==> src/rtl/sc_mod_pkg.sv <==
package sc_mod_pkg;

  typedef enum logic {
    CHIP_DARK = 1'b0,
    CHIP_LIT  = 1'b1
  } chip_lvl_e;

  typedef struct packed {
    logic half_tick;
    logic chip_end;
  } phase_t;

endpackage

==> src/rtl/sc_half_div.sv <==
module sc_half_div #(
  parameter int HALF_DIV = 16
) (
  input  logic clk,
  input  logic rst_n,
  input  logic run,
  output logic half_tick
);

  localparam int HW = (HALF_DIV > 1) ? $clog2(HALF_DIV) : 1;
  localparam logic [HW-1:0] LAST = HW'(HALF_DIV - 1);

  logic [HW-1:0] cnt_q;
  logic [HW-1:0] cnt_d;
  logic          at_last;

  assign at_last   = (cnt_q == LAST);
  assign half_tick = run & at_last;

  always_comb begin
    cnt_d = cnt_q;
    if (!run) begin
      cnt_d = '0;
    end else if (at_last) begin
      cnt_d = '0;
    end else begin
      cnt_d = cnt_q + HW'(1);
    end
  end

  always_ff @(posedge clk or negedge rst_n) begin
    if (!rst_n) begin
      cnt_q <= '0;
    end else begin
      cnt_q <= cnt_d;
    end
  end

endmodule

==> src/rtl/sc_chip_seq.sv <==
module sc_chip_seq #(
  parameter int HALVES = 20
) (
  input  logic clk,
  input  logic rst_n,
  input  logic run,
  input  logic half_tick,
  output logic half_odd,
  output logic chip_end
);

  localparam int IW = (HALVES > 1) ? $clog2(HALVES) : 1;
  localparam logic [IW-1:0] LAST = IW'(HALVES - 1);

  logic [IW-1:0] idx_q;
  logic [IW-1:0] idx_d;
  logic          at_last;

  assign at_last  = (idx_q == LAST);
  assign chip_end = run & half_tick & at_last;
  assign half_odd = idx_q[0];

  always_comb begin
    idx_d = idx_q;
    if (!run) begin
      idx_d = '0;
    end else if (half_tick) begin
      if (at_last) begin
        idx_d = '0;
      end else begin
        idx_d = idx_q + IW'(1);
      end
    end
  end

  always_ff @(posedge clk or negedge rst_n) begin
    if (!rst_n) begin
      idx_q <= '0;
    end else begin
      idx_q <= idx_d;
    end
  end

endmodule

==> src/rtl/sc_chip_gate.sv <==
module sc_chip_gate
  import sc_mod_pkg::*;
(
  input  logic clk,
  input  logic rst_n,
  input  logic run,
  input  logic chip_end,
  input  logic chip_bit,
  input  logic half_odd,
  output logic emit
);

  chip_lvl_e lvl_q;
  chip_lvl_e lvl_d;

  always_comb begin
    lvl_d = lvl_q;
    if (!run) begin
      lvl_d = CHIP_DARK;
    end else if (chip_end) begin
      lvl_d = chip_bit ? CHIP_LIT : CHIP_DARK;
    end
  end

  always_ff @(posedge clk or negedge rst_n) begin
    if (!rst_n) begin
      lvl_q <= CHIP_DARK;
    end else begin
      lvl_q <= lvl_d;
    end
  end

  // High half first: even half index drives the subcarrier high.
  assign emit = run & (lvl_q == CHIP_LIT) & ~half_odd;

endmodule

==> src/rtl/sc_chip_modulator.sv <==
module sc_chip_modulator
  import sc_mod_pkg::*;
#(
  parameter int HALF_DIV     = 16,
  parameter int CYC_PER_CHIP = 10
) (
  input  logic clk,
  input  logic rst_n,
  input  logic enable,
  input  logic chip_bit,
  output logic chip_req,
  output logic emit
);

  localparam int HALVES = 2 * CYC_PER_CHIP;

  logic [1:0] rst_q;
  logic       rst_s;
  phase_t     ph;
  logic       half_odd;

  always_ff @(posedge clk or negedge rst_n) begin
    if (!rst_n) begin
      rst_q <= 2'b00;
    end else begin
      rst_q <= {rst_q[0], 1'b1};
    end
  end

  assign rst_s = rst_q[1];

  sc_half_div #(.HALF_DIV(HALF_DIV)) u_half (
    .clk       (clk),
    .rst_n     (rst_s),
    .run       (enable),
    .half_tick (ph.half_tick)
  );

  sc_chip_seq #(.HALVES(HALVES)) u_seq (
    .clk       (clk),
    .rst_n     (rst_s),
    .run       (enable),
    .half_tick (ph.half_tick),
    .half_odd  (half_odd),
    .chip_end  (ph.chip_end)
  );

  sc_chip_gate u_gate (
    .clk      (clk),
    .rst_n    (rst_s),
    .run      (enable),
    .chip_end (ph.chip_end),
    .chip_bit (chip_bit),
    .half_odd (half_odd),
    .emit     (emit)
  );

  assign chip_req = ph.chip_end;

endmodule

==> config.mk <==
export PLATFORM = sky130hd
export DESIGN_NAME = sc_chip_modulator
export DESIGN_NICKNAME = d
export VERILOG_FILES = /design/src/rtl/sc_mod_pkg.sv /design/src/rtl/sc_half_div.sv /design/src/rtl/sc_chip_seq.sv /design/src/rtl/sc_chip_gate.sv /design/src/rtl/sc_chip_modulator.sv
export SDC_FILE = /design/constraint.sdc
export NUM_CORES = 1
export LEC_CHECK = 0
export BUFFER_PORTS_ARGS = -buffer_cell sky130_fd_sc_hd__buf_2
export CORE_MARGIN = 10
export CORE_UTILIZATION = 30
export CTS_CLUSTER_DIAMETER = 30
export DETAILED_ROUTE_END_ITERATION = 12
export GPL_TIMING_DRIVEN = 0
export PLACE_DENSITY = 0.48
export SKIP_CTS_REPAIR_TIMING = 1
export SYNTH_ARGS = -nofsm -noshare
export SYNTH_HDL_FRONTEND = slang
export SYNTH_HIERARCHICAL = 1
export SYNTH_SLANG_ARGS = --single-unit
export TNS_END_PERCENT = 50
==> constraint.sdc <==
create_clock -name clk -period 2.4 [get_ports clk]
set_input_delay 0.12 -clock clk [delete_from_list [all_inputs] [get_ports clk]]
set_output_delay 0.12 -clock clk [all_outputs]
set_load 0.01 [all_outputs]
==> flow_summary_export.csv, run 1 <==
group,metric,value,unit
run_status,run_status,"complete, no violations",
synthesis,synth-seq-cells,12,
final_layout,nNetsFinal,63,
drt,vias,350,
sta,fin_setup_tns,0,ns
power_and_ir_drop,p_sw_frac,0.2059,
power_and_ir_drop,p_clk_frac,0.405,
floorplan,die_w,62.64,um
worst_setup_path,cp_max_fo,5,
floorplan,dieArea,3924,um^2
clock_network,clk_pin_slew,0.07,ns
sta,finClkSkew,0.005905,ns
sta,final.setup.worst_slack,0.3347,ns
grt,antenna_found_initial,0,
final_layout,final_cell_mix,"dfrtp_1, buf_2, nor2b_1, clkbuf_4, and2_1",
floorplan,start_util,0.3159,
worst_setup_path,worstSetupPathType,"flop to output port",
synthesis,syn_inst,46,
worst_setup_path,cp.arrival,1.95,ns
final_layout,fin_util,0.3754,
worst_setup_path,cpPeakStageDelay,0.39,ns
floorplan,die_y,62.64,um
power_and_ir_drop,seqPwrFrac,0.554,
clock_network,htreeDepth,1,
worst_setup_path,cp_slowest_cell,"dfrtp_1",
placement,numPortBuffers,5,
placement,dp_hpwl,667.2,um
sta,rsz0062_at_grt,"no",
worst_setup_path,worstPathRequired,2.28,ns
power_and_ir_drop,peakVddDrop,0.4173,mV
synthesis,avgSynthCellArea,11.86,um^2
sta,hold_viol,0,
synthesis,synth.distinct_cells,25,
synthesis,synthesis.nets,52,
power_and_ir_drop,p_per_area,599.4,nW/um^2
sta,fin_crit,2.065,ns
drt,drt_iter0_markers,6,
synthesis,yosysWarnings,6,
sta,timing.final.crit_share,0.8605,
clock_network,clock-sinks,12,
power_and_ir_drop,p_int,308.5,uW
clock_network,cts_tree,"built",
drt,wire_per_inst,11.12,um
placement,place_congestion,0.6679,
clock_network,root_buffer,"clkbuf_4",
placement,placed_cells,76,
drt,drt-total-wl,901,um
placement,pre_cts_ws,0.4878,ns
worst_setup_path,crit_chain,"ha_1 -> nand3_1 -> nor2_1 -> nand2_2 -> and4bb_2 -> buf_2",
floorplan,rows,15,
grt,grt_pass1_wl,1580,um
worst_setup_path,end_kind,"output port",
power_and_ir_drop,p_sw,79.98,uW
clock_network,numCtsBuffers,3,
run,maxCapViolCount,0,
sta,max_freq,484.2,MHz
drt,drc,0,
power_and_ir_drop,comb_power_share,0.041,
worst_setup_path,crit_path_start_kind,"flop",
power_and_ir_drop,p_leak,0.3121,nW
floorplan,core-area,1727,um^2
final_layout,diodes,0,
synthesis,netlist_area,545.5,um^2
clock_network,clock_path_buffers,2,
final_layout,fill_cells,177,
worst_setup_path,cp_num_buf_inv,1,
final_layout,syn_to_final_growth,18.81,%
final_layout,final_cells,81,
grt,grt_overflow_total,0,
floorplan,io_pins,6,
hold_path,min_path_type,"primary input to flop",
worst_setup_path,cpLargestDelayFamily,"simple AND/OR/NAND/NOR gates",
final_layout,drive_above_1_share,0.2143,
drt,via_per_inst,4.321,
synthesis,ys_seq_area_frac,0.5505,
grt,first_global_vias,359,
clock_network,clk_latency,0.27,ns
grt,grt_usage,0.05060,
final_layout,final_common_cell,"dfrtp_1",
drt,antenna_left,0,
sta,final-setup-viol-count,0,
sta,slew_viol_final,0,
drt,dr.pass1.iters,2,
grt,grt_max_degree,11,
synthesized netlist by cell type:
| library cell | n | area, um^2 |
|---|---|---|
| nor2b_1 | 4 | 25.02 |
| a311oi_1 | 1 | 8.760 |
| nand3_1 | 1 | 5.000 |
| and3b_1 | 1 | 8.760 |
| ha_1 | 2 | 25.02 |
| o21ai_0 | 2 | 10.01 |
| nor3b_1 | 1 | 7.510 |
| nand4_1 | 1 | 6.260 |
| and4bb_2 | 1 | 12.51 |
| inv_1 | 1 | 3.750 |
| and4b_2 | 1 | 11.26 |
| nand2_2 | 1 | 6.260 |
| a21o_1 | 1 | 7.510 |
| a21boi_1 | 1 | 7.510 |
| xor2_1 | 1 | 8.760 |
| xnor2_1 | 2 | 17.52 |
| mux2i_1 | 2 | 20.02 |
| dfrtp_1 | 12 | 300.3 |
| nand2_1 | 1 | 3.750 |
| a31oi_1 | 1 | 6.260 |
| conb_1 | 1 | 3.750 |
| a21boi_0 | 1 | 7.510 |
| and2_1 | 3 | 18.77 |
| nor2_1 | 2 | 7.510 |
| or3_1 | 1 | 6.260 |
tightest hold or removal path, cell delays in order:
cell and delay [ns]:
buf_2 0.07, mux2i_1 0.06, nor2b_1 0.10
worst paths after layout:
path	from	end	slack (ns)	depth (start not counted)
worst max-delay path	u_half/cnt_q[0]	chip_req	0.33	6
worst min-delay path	chip_bit	u_gate/lvl_q	0.13	3
worst max register to register	u_half/cnt_q[0]	u_gate/lvl_q	0.49	7
worst min register to register	rst_q[1]	u_seq/idx_q[0]	0.16	0
max in group asynchronous	rst_q[1]	u_half/cnt_q[3]	1.94	0
min in group asynchronous	rst_n	rst_q[0]	0.16	2
per-stage QoR:
stage	hold WS [ns]	total power, mW	cell area [um^2]
2_1_floorplan	-0.1756	0.2263	545.5
3_3_place_gp	-0.09373	0.2341	601.8
3_5_place_dp	-0.09130	0.2343	601.8
4_1_cts	-0.3885	0.3964	638.1
5_1_grt	0.1144	0.4154	648.1
6_report	0.1298	0.3885	648.1
power by group through the flow:
stage                     Clock [mW]  Sequential (mW)  Combinational [mW]
after floorplan                    0            0.218             0.00884
after detailed placement           0            0.220              0.0147
final                          0.157            0.215              0.0157
after global placement             0            0.220              0.0145
after CTS                      0.166            0.216              0.0148
after global routing           0.180            0.216              0.0187
routing by layer:
layer / routed length (um) / vias up / share of wire / GRT usage
met2: 419 / 5 / 0.47 / 0.07308
met3: 57 / 0 / 0.063 / 0.03763
met5: 0 / - / 0 / 0
li1: - / 179 / - / -
met1: 424 / 166 / 0.47 / 0.05618
met4: 0 / 0 / 0 / 0.01676
logic make-up after synthesis:
kind of cell / count (synthesis) / synth area share
buffers and inverters: 1 / 0.006874
multiplexers: 2 / 0.03670
flip-flops: 12 / 0.5505
other: 1 / 0.006874
adder cells (fa/ha/maj): 2 / 0.04586
AO/OA/AOI/OAI: 7 / 0.08718
AND/OR/NAND/NOR: 18 / 0.2179
XOR/XNOR: 3 / 0.04817
cell type report:
cell class,instances,area [um^2],share of cell area
Sequential cell,12,300.3,0.4633
Tap cell,25,31.28,0.04826
Timing Repair Buffer,6,35.03,0.05405
Multi-Input combinational cell,33,241.5,0.3726
Clock buffer,4,36.28,0.05598
Inverter,1,3.754,0.005792
sequential cells by signal (all words and copies together) (netlist names):
signal	cells
u_seq/idx_q	5
rst_q	2
u_gate/lvl_q	1
u_half/cnt_q	4
Power figures use the tool's default switching activity.
==> run 2: changes to the inputs <==
--- a/config.mk
+++ b/config.mk
@@ -11,7 +11,7 @@
 export CTS_CLUSTER_DIAMETER = 30
 export DETAILED_ROUTE_END_ITERATION = 12
 export GPL_TIMING_DRIVEN = 0
-export PLACE_DENSITY = 0.48
+export PLACE_DENSITY_LB_ADDON = 0.08
 export SKIP_CTS_REPAIR_TIMING = 1
 export SYNTH_ARGS = -nofsm -noshare
 export SYNTH_HDL_FRONTEND = slang
==> run 2 against run 1 <==
  * Power grew 2.3%
  * Fmax shrank 3.3%
  * Via count grew 7.4%
  * Core utilization is the same
  * Critical path depth is the same
  * Setup slack lost 0.071 ns
  * Register-to-register slack lost 0.03 ns
  * Clock skew grew 0.00090 ns
  * Largest power group unchanged
==> flow_summary_export.csv, run 2 (same netlist as run 1, synthesis figures left out) <==
group,metric,value,unit
clock_network,root_buffer,"clkbuf_4",
clock_network,cts_tree,"built",
final_layout,diodes,0,
clock_network,htreeDepth,1,
grt,first_global_vias,371,
drt,vias,376,
final_layout,seq_area,300.3,um^2
floorplan,die_w,62.64,um
grt,antenna_found_initial,0,
worst_setup_path,cpLargestDelayFamily,"simple AND/OR/NAND/NOR gates",
clock_network,clk_latency,0.28,ns
sta,timing.final.crit_share,0.8901,
final_layout,top_register,"u_seq/idx_q",
floorplan,rows,15,
sta,hold_viol,0,
final_layout,final_cell_mix,"dfrtp_1, buf_2, nor2b_1, clkbuf_4, and2_1",
drt,drt-total-wl,1081,um
power_and_ir_drop,p_leak,0.3121,nW
run,maxCapViolCount,0,
placement,numPortBuffers,5,
worst_setup_path,cp_num_buf_inv,1,
floorplan,core-area,1727,um^2
final_layout,drive_above_1_share,0.2143,
drt,wire_per_inst,13.35,um
floorplan,dieArea,3924,um^2
floorplan,die_y,62.64,um
final_layout,fin_util,0.3754,
drt,drc,0,
placement,dp_hpwl,800.7,um
clock_network,clock-sinks,12,
worst_setup_path,cp_slowest_cell,"dfrtp_1",
final_layout,largest_reg_flops,5,
power_and_ir_drop,p_per_area,613.5,nW/um^2
final_layout,syn_to_final_growth,18.81,%
sta,max_freq,468.1,MHz
floorplan,io_pins,6,
clock_network,clock_path_buffers,2,
final_layout,fill_cells,173,
worst_setup_path,worstSetupPathType,"flop to output port",
worst_setup_path,end_kind,"output port",
drt,drt_iter0_markers,4,
sta,fin_setup_tns,0,ns
drt,via_per_inst,4.642,
sta,rsz0062_at_grt,"no",
floorplan,start_util,0.3159,
clock_network,numCtsBuffers,3,
worst_setup_path,cpPeakStageDelay,0.40,ns
power_and_ir_drop,peakVddDrop,0.3536,mV
drt,antenna_left,0,
run_status,run_status,"complete, no violations",
final_layout,multi_input_area,241.5,um^2
drt,dr.pass1.iters,3,
worst_setup_path,crit_chain,"ha_1 -> nand3_1 -> nor2_1 -> nand2_2 -> and4bb_2 -> buf_2",
grt,grt_pass1_wl,1773,um
final_layout,final_common_cell,"dfrtp_1",
final_layout,reg_top3,"u_seq/idx_q: 5 flops, u_half/cnt_q: 4 flops, rst_q: 2 flops",
grt,grt_max_degree,11,
worst_setup_path,cp_max_fo,5,
final_layout,nNetsFinal,63,
worst_setup_path,worstPathRequired,2.28,ns
sta,finClkSkew,0.006805,ns
clock_network,clk_pin_slew,0.08,ns
sta,fin_crit,2.136,ns
grt,grt_usage,0.06004,
hold_path,min_path_type,"primary input to flop",
sta,final-setup-viol-count,0,
worst_setup_path,crit_path_start_kind,"flop",
worst_setup_path,cp.arrival,2.02,ns
grt,grt_overflow_total,0,
placement,place_congestion,0.7759,
sta,slew_viol_final,0,
==> run 2: report_power, final <==
group          internal [mW]  switching [mW]  total [mW]
clock                 0.0924          0.0735       0.166
sequential             0.208         0.00796       0.216
combinational        0.00867         0.00742      0.0161
==> run 2: final timing paths <==
path | cells after the start | to | slack, ns | from
worst max-delay path | 6 | chip_req | 0.26 | u_half/cnt_q[0]
worst min-delay path | 3 | u_gate/lvl_q | 0.12 | chip_bit
worst max register to register | 7 | u_gate/lvl_q | 0.46 | u_half/cnt_q[0]
worst min register to register | 0 | u_gate/lvl_q | 0.17 | rst_q[1]
max in group asynchronous | 0 | u_seq/idx_q[1] | 1.94 | rst_q[1]
min in group asynchronous | 2 | rst_q[0] | 0.15 | rst_n
==> run 2: worst register-to-register path, cell delays in order (launching register included) <==
cell and delay, ns:
dfrtp_1 0.40, ha_1 0.24, nand3_1 0.11, nor2_1 0.38, nand2_2 0.14, and4bb_2 0.33, mux2i_1 0.18, nor2b_1 0.06
==> run 2: final cells by class <==
class | instances | share of cell area
clock buffers | 4 | 0.05598
inverters | 1 | 0.005792
multi-input cells | 33 | 0.3726
flip-flops and latches | 12 | 0.4633
well taps | 25 | 0.04826
repair buffers | 6 | 0.05405
==> run 2: per-layer routing <==
metal  vias up  track usage  share of wire
met5         -            0              0
met4         0      0.05866          0.025
met3         4      0.02330          0.037
met2         4      0.09872           0.53
met1       186      0.05510           0.41
li1        182            -              -
==> run 2: per-stage QoR <==
stage	total power, mW	worst slack, ns	instances	hold slack (ns)	instance area (um^2)
after global placement	0.2321	0.5495	76	-0.09558	601.8
after detailed placement	0.2352	0.4341	76	-0.09264	601.8
after global routing	0.4145	0.1027	81	0.1198	648.1
final	0.3976	0.2638	81	0.1158	648.1
after CTS	0.4047	0.2181	80	-0.4084	638.1
after floorplan	0.2263	0.6727	46	-0.1756	545.5
